$ cat src/rtl/alu_pkg.sv
package alu_pkg;
  typedef enum logic [1:0] {
    PICK_SUM = 2'b00,
    PICK_AND = 2'b01,
    PICK_OR  = 2'b10,
    PICK_XOR = 2'b11
  } pick_t;

  typedef struct packed {
    logic neg;
    logic zero;
    logic cout;
    logic ovf;
  } cc_t;
endpackage

$ cat src/rtl/alu_slice.sv
module alu_slice
  import alu_pkg::*;
(
  input  logic  a_i,
  input  logic  b_i,
  input  logic  inv,
  input  pick_t pick,
  input  logic  c_i,
  output logic  r_o,
  output logic  c_o
);
  logic bx, h1_s, h1_c, h2_s, h2_c;

  assign bx = b_i ^ inv;

  // two half adders plus an OR form the full adder
  assign h1_s = a_i ^ bx;
  assign h1_c = a_i & bx;
  assign h2_s = h1_s ^ c_i;
  assign h2_c = h1_s & c_i;
  assign c_o  = h1_c | h2_c;

  always_comb begin
    unique case (pick)
      PICK_SUM: r_o = h2_s;
      PICK_AND: r_o = a_i & bx;
      PICK_OR:  r_o = a_i | bx;
      PICK_XOR: r_o = h1_s;
      default:  r_o = h2_s;
    endcase
  end
endmodule

$ cat src/rtl/alu_chain.sv
module alu_chain
  import alu_pkg::*;
#(
  parameter int WIDTH = 32
) (
  input  logic [WIDTH-1:0] a,
  input  logic [WIDTH-1:0] b,
  input  logic [2:0]       fn,
  output logic [WIDTH-1:0] res,
  output logic [WIDTH:0]   carry
);
  pick_t pick;
  assign pick     = pick_t'(fn[1:0]);
  assign carry[0] = fn[2];

  for (genvar i = 0; i < WIDTH; i++) begin : g_slice
    alu_slice u_slice (
      .a_i  (a[i]),
      .b_i  (b[i]),
      .inv  (fn[2]),
      .pick (pick),
      .c_i  (carry[i]),
      .r_o  (res[i]),
      .c_o  (carry[i+1])
    );
  end
endmodule

$ cat src/rtl/alu_flags.sv
module alu_flags
  import alu_pkg::*;
#(
  parameter int WIDTH = 32
) (
  input  logic [WIDTH-1:0] res,
  input  logic [WIDTH:0]   carry,
  output cc_t              cc
);
  localparam int MSB = WIDTH - 1;

  assign cc.neg  = res[MSB];
  assign cc.zero = ~|res;
  assign cc.cout = carry[WIDTH];
  assign cc.ovf  = carry[WIDTH] ^ carry[MSB];
endmodule

$ cat src/rtl/alu_cc.sv
module alu_cc
  import alu_pkg::*;
#(
  parameter int WIDTH = 32
) (
  input  logic             clk,
  input  logic             rst,
  input  logic [WIDTH-1:0] a,
  input  logic [WIDTH-1:0] b,
  input  logic [2:0]       fn,
  output logic [WIDTH-1:0] result,
  output logic             flag_n,
  output logic             flag_z,
  output logic             flag_c,
  output logic             flag_v
);
  logic [WIDTH-1:0] res_d;
  logic [WIDTH:0]   carry;
  cc_t              cc_d;

  alu_chain #(.WIDTH(WIDTH)) u_chain (
    .a     (a),
    .b     (b),
    .fn    (fn),
    .res   (res_d),
    .carry (carry)
  );

  alu_flags #(.WIDTH(WIDTH)) u_flags (
    .res   (res_d),
    .carry (carry),
    .cc    (cc_d)
  );

  always_ff @(posedge clk) begin
    if (rst) begin
      result <= '0;
      flag_n <= 1'b0;
      flag_z <= 1'b0;
      flag_c <= 1'b0;
      flag_v <= 1'b0;
    end else begin
      result <= res_d;
      flag_n <= cc_d.neg;
      flag_z <= cc_d.zero;
      flag_c <= cc_d.cout;
      flag_v <= cc_d.ovf;
    end
  end
endmodule

$ cat config.mk
export PLATFORM = sky130hd
export DESIGN_NAME = alu_cc
export DESIGN_NICKNAME = d
export VERILOG_FILES = /design/src/rtl/alu_pkg.sv /design/src/rtl/alu_slice.sv /design/src/rtl/alu_chain.sv /design/src/rtl/alu_flags.sv /design/src/rtl/alu_cc.sv
export SDC_FILE = /design/constraint.sdc
export NUM_CORES = 1
export LEC_CHECK = 0
export ABC_AREA = 0
export CORE_ASPECT_RATIO = 1.25
export CORE_MARGIN = 2
export CORE_UTILIZATION = 50
export DETAILED_ROUTE_END_ITERATION = 12
export GPL_ROUTABILITY_DRIVEN = 0
export PLACE_DENSITY = 0.91
export SLEW_MARGIN = 0
export SYNTH_ARGS = -nofsm -noshare
export SYNTH_HDL_FRONTEND = slang
export SYNTH_SLANG_ARGS = --single-unit
export TNS_END_PERCENT = 100
$ cat constraint.sdc
create_clock -name clk -period 24.1 [get_ports clk]
set_input_delay 4.82 -clock clk [delete_from_list [all_inputs] [get_ports clk]]
set_output_delay 4.82 -clock clk [all_outputs]
set_load 0.05 [all_outputs]
After elaboration in Yosys (flattened, before gate mapping):

Index checks and enable logic that the tools add are counted.

* logic and storage cells: 268
* output and inout bits: 36
* register bits: 36
* input bits: 69

* equal/unequal tests: 3
* reductions and logical operators: 3
* bitwise gates (word level): 225
* multiplexer cells: 32

Operators by type and width (number)
* $pmux 1 s4: 32
* $xor 1x1->1: 97
* $and 1x1->1: 64
* $or 1x1->1: 64
* $reduce_or 32->1: 1
* $eq 2x2->1 const B: 2
* $eq 2x1->1 const B: 1
* $logic_not 2->1: 1
* $logic_not 1->1: 1

Logic depth before layout (Yosys ltp):

Gate-level depths: netlist (run 1).

* depth in word-level cells: 68
* mapped depth: 40
* depth with buffers taken out: 38

Cells and area by module:

Synthesis (run 1) repeated with hierarchy kept, for this count alone.

* cells, all modules: 442
* area total of the unflattened synthesis: 4261.6 um^2

By module, submodules not included
* alu_slice: times used 32, area each 98.8 um^2, cells each 11, seq. area each 0.0 um^2
* alu_cc: times used 1, area each 994.7 um^2, cells each 75, seq. area each 720.7 um^2
* alu_flags: times used 1, area each 96.3 um^2, cells each 14, seq. area each 0.0 um^2
* alu_chain: times used 1, area each 7.5 um^2, cells each 1, seq. area each 0.0 um^2

Least setup slack after synthesis (run 1):

OpenSTA, ideal clock, no wires.

* path type: input port to flip-flop
* from: input port fn[2]
* to: register flag_z
* stages on the path: 40
* path slack: 5.430 ns
* data required time: 24.009 ns
* setup time: 0.091 ns
* arrival time: 18.579 ns
* path buffers: 2
* cell sequence: clkbuf_1 -> buf_2 -> xor2_1 -> inv_1 -> fa_1 -> fa_1 -> fa_1 -> fa_1 -> fa_1 -> fa_1 -> fa_1 -> fa_1 -> fa_1 -> fa_1 -> fa_1 -> fa_1 -> fa_1 -> fa_1 -> [4 not listed] -> fa_1 -> fa_1 -> fa_1 -> fa_1 -> fa_1 -> fa_1 -> fa_1 -> fa_1 -> fa_1 -> fa_1 -> fa_1 -> fa_1 -> inv_1 -> fa_1 -> mux4_2 -> nand2b_1 -> nor4_1 -> nor4bb_1

* longest elaborated chain between the ends: 68
* elaborated cells between the ends (all ways): 256
* those cells by class: mux (32); bitwise (222); reduce/logical (2)

RTL lines
* start, declared: RTL line alu_cc.sv:10 `input logic [2:0] fn,`
* $xor 1x1->1: RTL line alu_slice.sv:14 `assign bx = b_i ^ inv;`
* $xor 1x1->1: RTL line alu_slice.sv:17 `assign h1_s = a_i ^ bx;`
* $and 1x1->1: RTL line alu_slice.sv:20 `assign h2_c = h1_s & c_i;`
* $or 1x1->1: RTL line alu_slice.sv:21 `assign c_o = h1_c | h2_c;`
* $and 1x1->1: RTL line alu_slice.sv:20
* $or 1x1->1: RTL line alu_slice.sv:21
* $and 1x1->1: RTL line alu_slice.sv:20
* $or 1x1->1: RTL line alu_slice.sv:21
* [52 not listed]
* $and 1x1->1: RTL line alu_slice.sv:20
* $or 1x1->1: RTL line alu_slice.sv:21
* $and 1x1->1: RTL line alu_slice.sv:20
* $or 1x1->1: RTL line alu_slice.sv:21
* $xor 1x1->1: RTL line alu_slice.sv:19 `assign h2_s = h1_s ^ c_i;`
* $pmux 1 s4: RTL line alu_slice.sv:24 `unique case (pick)`
* $reduce_or 32->1 *: RTL line alu_flags.sv:13 `assign cc.zero = ~|res;`
* $logic_not 1->1 *: RTL line alu_flags.sv:13
* end signal, assigned: RTL line alu_cc.sv:45 `flag_z <= cc_d.zero;`
* end, declared: RTL line alu_cc.sv:13 `output logic flag_z,`

Mark *: on every way between the ends. The rest lies on a longest branch, timed or not.
A chain may end at the register's enable or synchronous reset.

Worst setup path after layout (run 1):

Same ends and word-level chain as after synthesis.

==> results of run 1 <==
## how the worst min path moves through the flow
stage / start / endpoint / slack, ns / cells past startpoint
5_1_grt: rst / result[3] / 5.36 / 3
3_5_place_dp: rst / result[13] / 5.63 / 3
3_3_place_gp: rst / result[13] / 5.63 / 3
6_report: rst / result[3] / 5.34 / 3
2_1_floorplan: rst / result[15] / 5.10 / 2
4_1_cts: rst / result[13] / 5.34 / 3
## layer usage
metal	vias to the layer above	global-route usage [%]	part of all wire [%]
met5	-	0	0
met4	0	6.236	1.7
met3	13	3.870	6.7
met2	96	40.82	57
met1	1418	20.55	34
li1	1415	-	-
## state kept, by name, summed over array words and instances (netlist names)
name and count:
flag_v 1, flag_c 1, flag_z 1, result 31, flag_n 1
## where the power goes
| part | internal (mW) | total [mW] | switching (mW) |
|---|---|---|---|
| Clock | 0.0197 | 0.0401 | 0.0203 |
| Combinational | 0.0603 | 0.135 | 0.0743 |
| Sequential | 0.0653 | 0.0674 | 0.00209 |
## layout by cell type (no fill, tap or decap), types with 3 or more instances in the layout
cell type        synthesis  final
inv_1                  118    118
clkdlybuf4s50_1          0    102
ha_1                    64     64
dfxtp_1                 35     35
xor2_1                  33     33
fa_1                    31     31
nor2_1                  19     19
mux4_2                  17     17
nor2b_1                 16     16
mux4_1                  10     10
mux2i_1                  8      8
nand2_1                  5      5
clkbuf_8                 0      5
a21oi_1                  4      4
nor4_1                   3      3
nand4_1                  3      3
clkinv_2                 0      3
buf_4                    1      3
## tightest hold or removal path, cell delays in order
cell	delay, ns
clkdlybuf4s50_1	0.40
buf_4	0.25
nor2_1	0.13
## cell type report
type                    count  area (um2)  area share, %
well taps                  95       118.9          2.292
flip-flops and latches     35       700.7          13.51
repair buffers            107        1054          20.32
clock inverters             3       15.01         0.2896
multi-input cells         225        2781          53.64
clock buffers               5       68.82          1.327
inverters                 119       446.7          8.615
## per-stage QoR
step / setup slack [ns] / instances
after floorplan: 5.430 / 396
after global placement: 4.894 / 581
after detailed placement: 4.430 / 581
after CTS: 4.618 / 589
after global routing: 4.072 / 589
final: 4.547 / 589
## kinds of logic after synthesis
family | count (synthesis) | synth area share (%)
AND/OR/NAND/NOR | 53 | 7.112
buffers and inverters | 136 | 13.95
adder cells (fa/ha/maj) | 95 | 35.13
flip-flops | 35 | 17.32
XOR/XNOR | 33 | 7.143
AO/OA/AOI/OAI | 8 | 1.144
multiplexers | 36 | 18.21
==> flow_metrics.tcl, run 1 <==
set metrics [dict create \
    p_leak_nw 2.560 \
    cp_top_family "adder cells" \
    synth_seq_cells 35 \
    yosysTopAreaCell "ha_1" \
    die_area_um2 8833 \
    power.total_mw 0.2421 \
    worst-setup-path-type "primary input to register" \
    core_area_um2 7838 \
    critPathLaunchType "primary input" \
    fin_tns_setup_ns 0 \
    yosys-top-cells-count "118 x inv_1, 64 x ha_1, 35 x dfxtp_1" \
    die_height_um 104.6 \
    period_minus_slack_ns 19.55 \
    drt_first_pass_iters 4 \
    fp-row-count 36 \
    max_slew_margin_pct 29.05 \
    grt_max_degree 41 \
    hold_path_class "primary input to register" \
    startpoint "fn[2]" \
    slowest_delay_ns 0.48 \
    drt_iter0_drc 94 \
    avgRoutedWirePerCell_um 14.41 \
    crit_top_cell "fa_1" \
    synth_cell_type_count 30 \
    power_density_nw_per_um2 46.69 \
    clk_path_buf_depth 2 \
    grt_pass1_vias 3261 \
    seq_area_frac_synth_pct 17.32 \
    worst-path-stages 40 \
    fin_crit_sh_pct 81.13 \
    cts_resized 0 \
    synthArstFlopShare_pct 0 \
    fin_util_pct 66.16 \
    yosys_warnings 0 \
    port_buffers 104 \
    ys_dominant_reg_cell "dfxtp_1" \
    drv_slew 0 \
    cts_tree "done" \
    die_x_um 84.46 \
    cts_sinks 35 \
    syn_nets 560 \
    diodes 0 \
    hpwl_um 7130 \
    cts_made_buffers 5 \
    synth_edf_count 0 \
    ios 105 \
    cts_root_buf "clkbuf_8" \
    gr-total-overflow 0 \
    rsz0062_at_grt "false" \
    grt_usage_pct 20.32 \
    stdcell_area_um2 5185 \
    nNetsFinal 657 \
    antenna_found_initial 0 \
    critPathMaxFanout 35 \
    fill_cells 608 \
    final_hold_viol_count 0 \
    cp_num_buf_inv 4 \
    maxCapViolCount 0 \
    clkTransAtPathRegs_ns 0.07 \
    hold_buffers 0 \
    syn_inst 396 \
    drc 0 \
    synth.area.top_cells "ha_1 20%, dfxtp_1 17%, fa_1 15%, inv_1 11%, mux4_2 9.5%" \
    holdWs_ns 5.344 \
    setup.worst_path.end "flag_z" \
    critPathRequiredTime_ns 24.28 \
    worst_slew_pin_slew_ns 1.064 \
    crit_arrival_ns 19.73 \
    area_growth_pct 28.14 \
    placed_cell_area_um2 5101 \
    route.detailed.vias_per_inst 4.995 \
    vias 2942 \
    endpoint_kind "register" \
    synth_most_common_cell "inv_1" \
    syn_area_um2 4046 \
    vdd_drop_max_mv 0.05058 \
    start_util_pct 51.63 \
    setup_viol 0 \
    crit_slowest_cell "mux4_2" \
    syn_area_per_cell_um2 10.22 \
    drive_above_1_share_pct 6.680 \
    synth_top_area_share_pct 19.79 \
    antenna_left 0 \
    grt_pass1_wl_um 14310 \
    drt_wl_total_um 8485 \
    htreeDepth 2 \
    post_cts_buffers 0 \
    max_freq_ghz 0.05114 \
    status "complete, no violations" \
]
Note: power is estimated with default switching activity, not from simulation.
==> inputs of run 2 (changes only) <==
clock period = 18.57 ns   (was 24.1 ns; I/O delays follow)
==> run 2 against run 1 <==
Combinational power up 32%. First-iteration DRC count down 51%. Sequential power up 30%. Sequential cell count did not move. Final area up 0.41%. Final cell count grew 0.17%. Critical path type unchanged.
==> flow_metrics.tcl, run 2 (same netlist as run 1, synthesis figures left out) <==
set metrics [dict create \
    status "complete, no violations" \
    layout_commonest_cell "inv_1" \
    seq_area_um2 700.7 \
    drive_above_1_share_pct 7.273 \
    clk_path_buf_depth 2 \
    power_density_nw_per_um2 61.33 \
    critPathLaunchType "primary input" \
    diodes 0 \
    cts_tree "done" \
    antenna_left 0 \
    critPathRequiredTime_ns 18.77 \
    crit_slowest_cell "clkdlybuf4s50_1" \
    rsz0062_at_grt "false" \
    maxCapViolCount 0 \
    core_area_um2 7838 \
    worst-setup-path-type "primary input to register" \
    cp_num_buf_inv 3 \
    slowest_delay_ns 0.50 \
    grt_pass1_vias 3326 \
    min_path_cells 6 \
    htreeDepth 2 \
    drv_slew 0 \
    cp_top_family "adder cells" \
    drt_first_pass_iters 4 \
    startpoint "b[1]" \
    min_from "fn[2]" \
    grt_pass1_wl_um 14710 \
    crit_top_cell "fa_1" \
    drc 0 \
    antenna_found_initial 0 \
    die_x_um 84.46 \
    p_leak_nw 2.566 \
    ios 105 \
    clkTransAtPathRegs_ns 0.07 \
    crit_arrival_ns 18.35 \
    max_freq_ghz 0.05510 \
    grt_max_degree 41 \
    die_area_um2 8833 \
    worst_slew_pin_slew_ns 1.069 \
    fill_cells 605 \
    avgRoutedWirePerCell_um 15.08 \
    final_hold_viol_count 0 \
    hpwl_um 7387 \
    start_util_pct 51.63 \
    multi_input_area_um2 2795 \
    grt_usage_pct 20.79 \
    stdcell_area_um2 5206 \
    drt_iter0_drc 46 \
    cts_sinks 35 \
    fp-row-count 36 \
    worst-path-stages 39 \
    period_minus_slack_ns 18.15 \
    placed_cell_area_um2 5109 \
    largest_reg_flops 31 \
    fin_util_pct 66.43 \
    setup_viol 0 \
    max_slew_margin_pct 28.71 \
    die_height_um 104.6 \
    dp_slack_ns 0.2378 \
    hold_path_class "primary input to register" \
    cts_made_buffers 5 \
    fin_tns_setup_ns 0 \
    critPathMaxFanout 2 \
    port_buffers 104 \
    post_cts_buffers 0 \
    drt_wl_total_um 8899 \
    timing.final.ws_setup_ns 0.4212 \
    endpoint_kind "register" \
    area_growth_pct 28.66 \
    route.detailed.vias_per_inst 5.031 \
    power.total_mw 0.3193 \
    vias 2968 \
    nNetsFinal 658 \
    final_cell_mix "118 x inv_1, 102 x clkdlybuf4s50_1, 64 x ha_1" \
    regMostFlops "result" \
    gr-total-overflow 0 \
    cts_root_buf "clkbuf_8" \
    vdd_drop_max_mv 0.06366 \
    fin_crit_sh_pct 97.73 \
]
## run 2: cell types whose count changed in the layout (fill, tap and decap cells not counted)
cell and change:
buf_4 +1, xor2_1 -1, nor4bb_1 -1, nor4bb_2 +1, xor2_2 +1
## run 2: worst paths after layout
check / end / slack [ns]
max: flag_z / 0.42
min: result[1] / 4.23
## run 2: report_power, final
part,switching (mW),internal [mW]
clock,0.0279,0.0256
combinational,0.0989,0.0795
sequential,0.00261,0.0847
total,0.129,0.190
## run 2: through the flow
step | std cells | hold slack (ns)
final | 590 | 4.232
after global placement | 582 | 4.509
after global routing | 590 | 4.265
after detailed placement | 582 | 4.525
after CTS | 590 | 4.218
after floorplan | 396 | 3.999
## run 2: final cells by class
type / count / share of cell area (%)
Multi-Input combinational cell: 225 / 53.69
Timing Repair Buffer: 108 / 20.38
Clock buffer: 5 / 1.322
Tap cell: 95 / 2.283
Sequential cell: 35 / 13.46
Clock inverter: 3 / 0.2884
Inverter: 119 / 8.580
## run 2: metal layers
metal  GRT usage [%]  part of all wire [%]
met1           21.74                    36
met4           6.803                   2.6
met5               0                     0
met2           40.65                    56
met3           4.107                   5.7
## run 2: repair_timing
action,CTS,global route
setup endpoints to repair,0,1
gates resized for setup,0,2
hold buffers,0,0
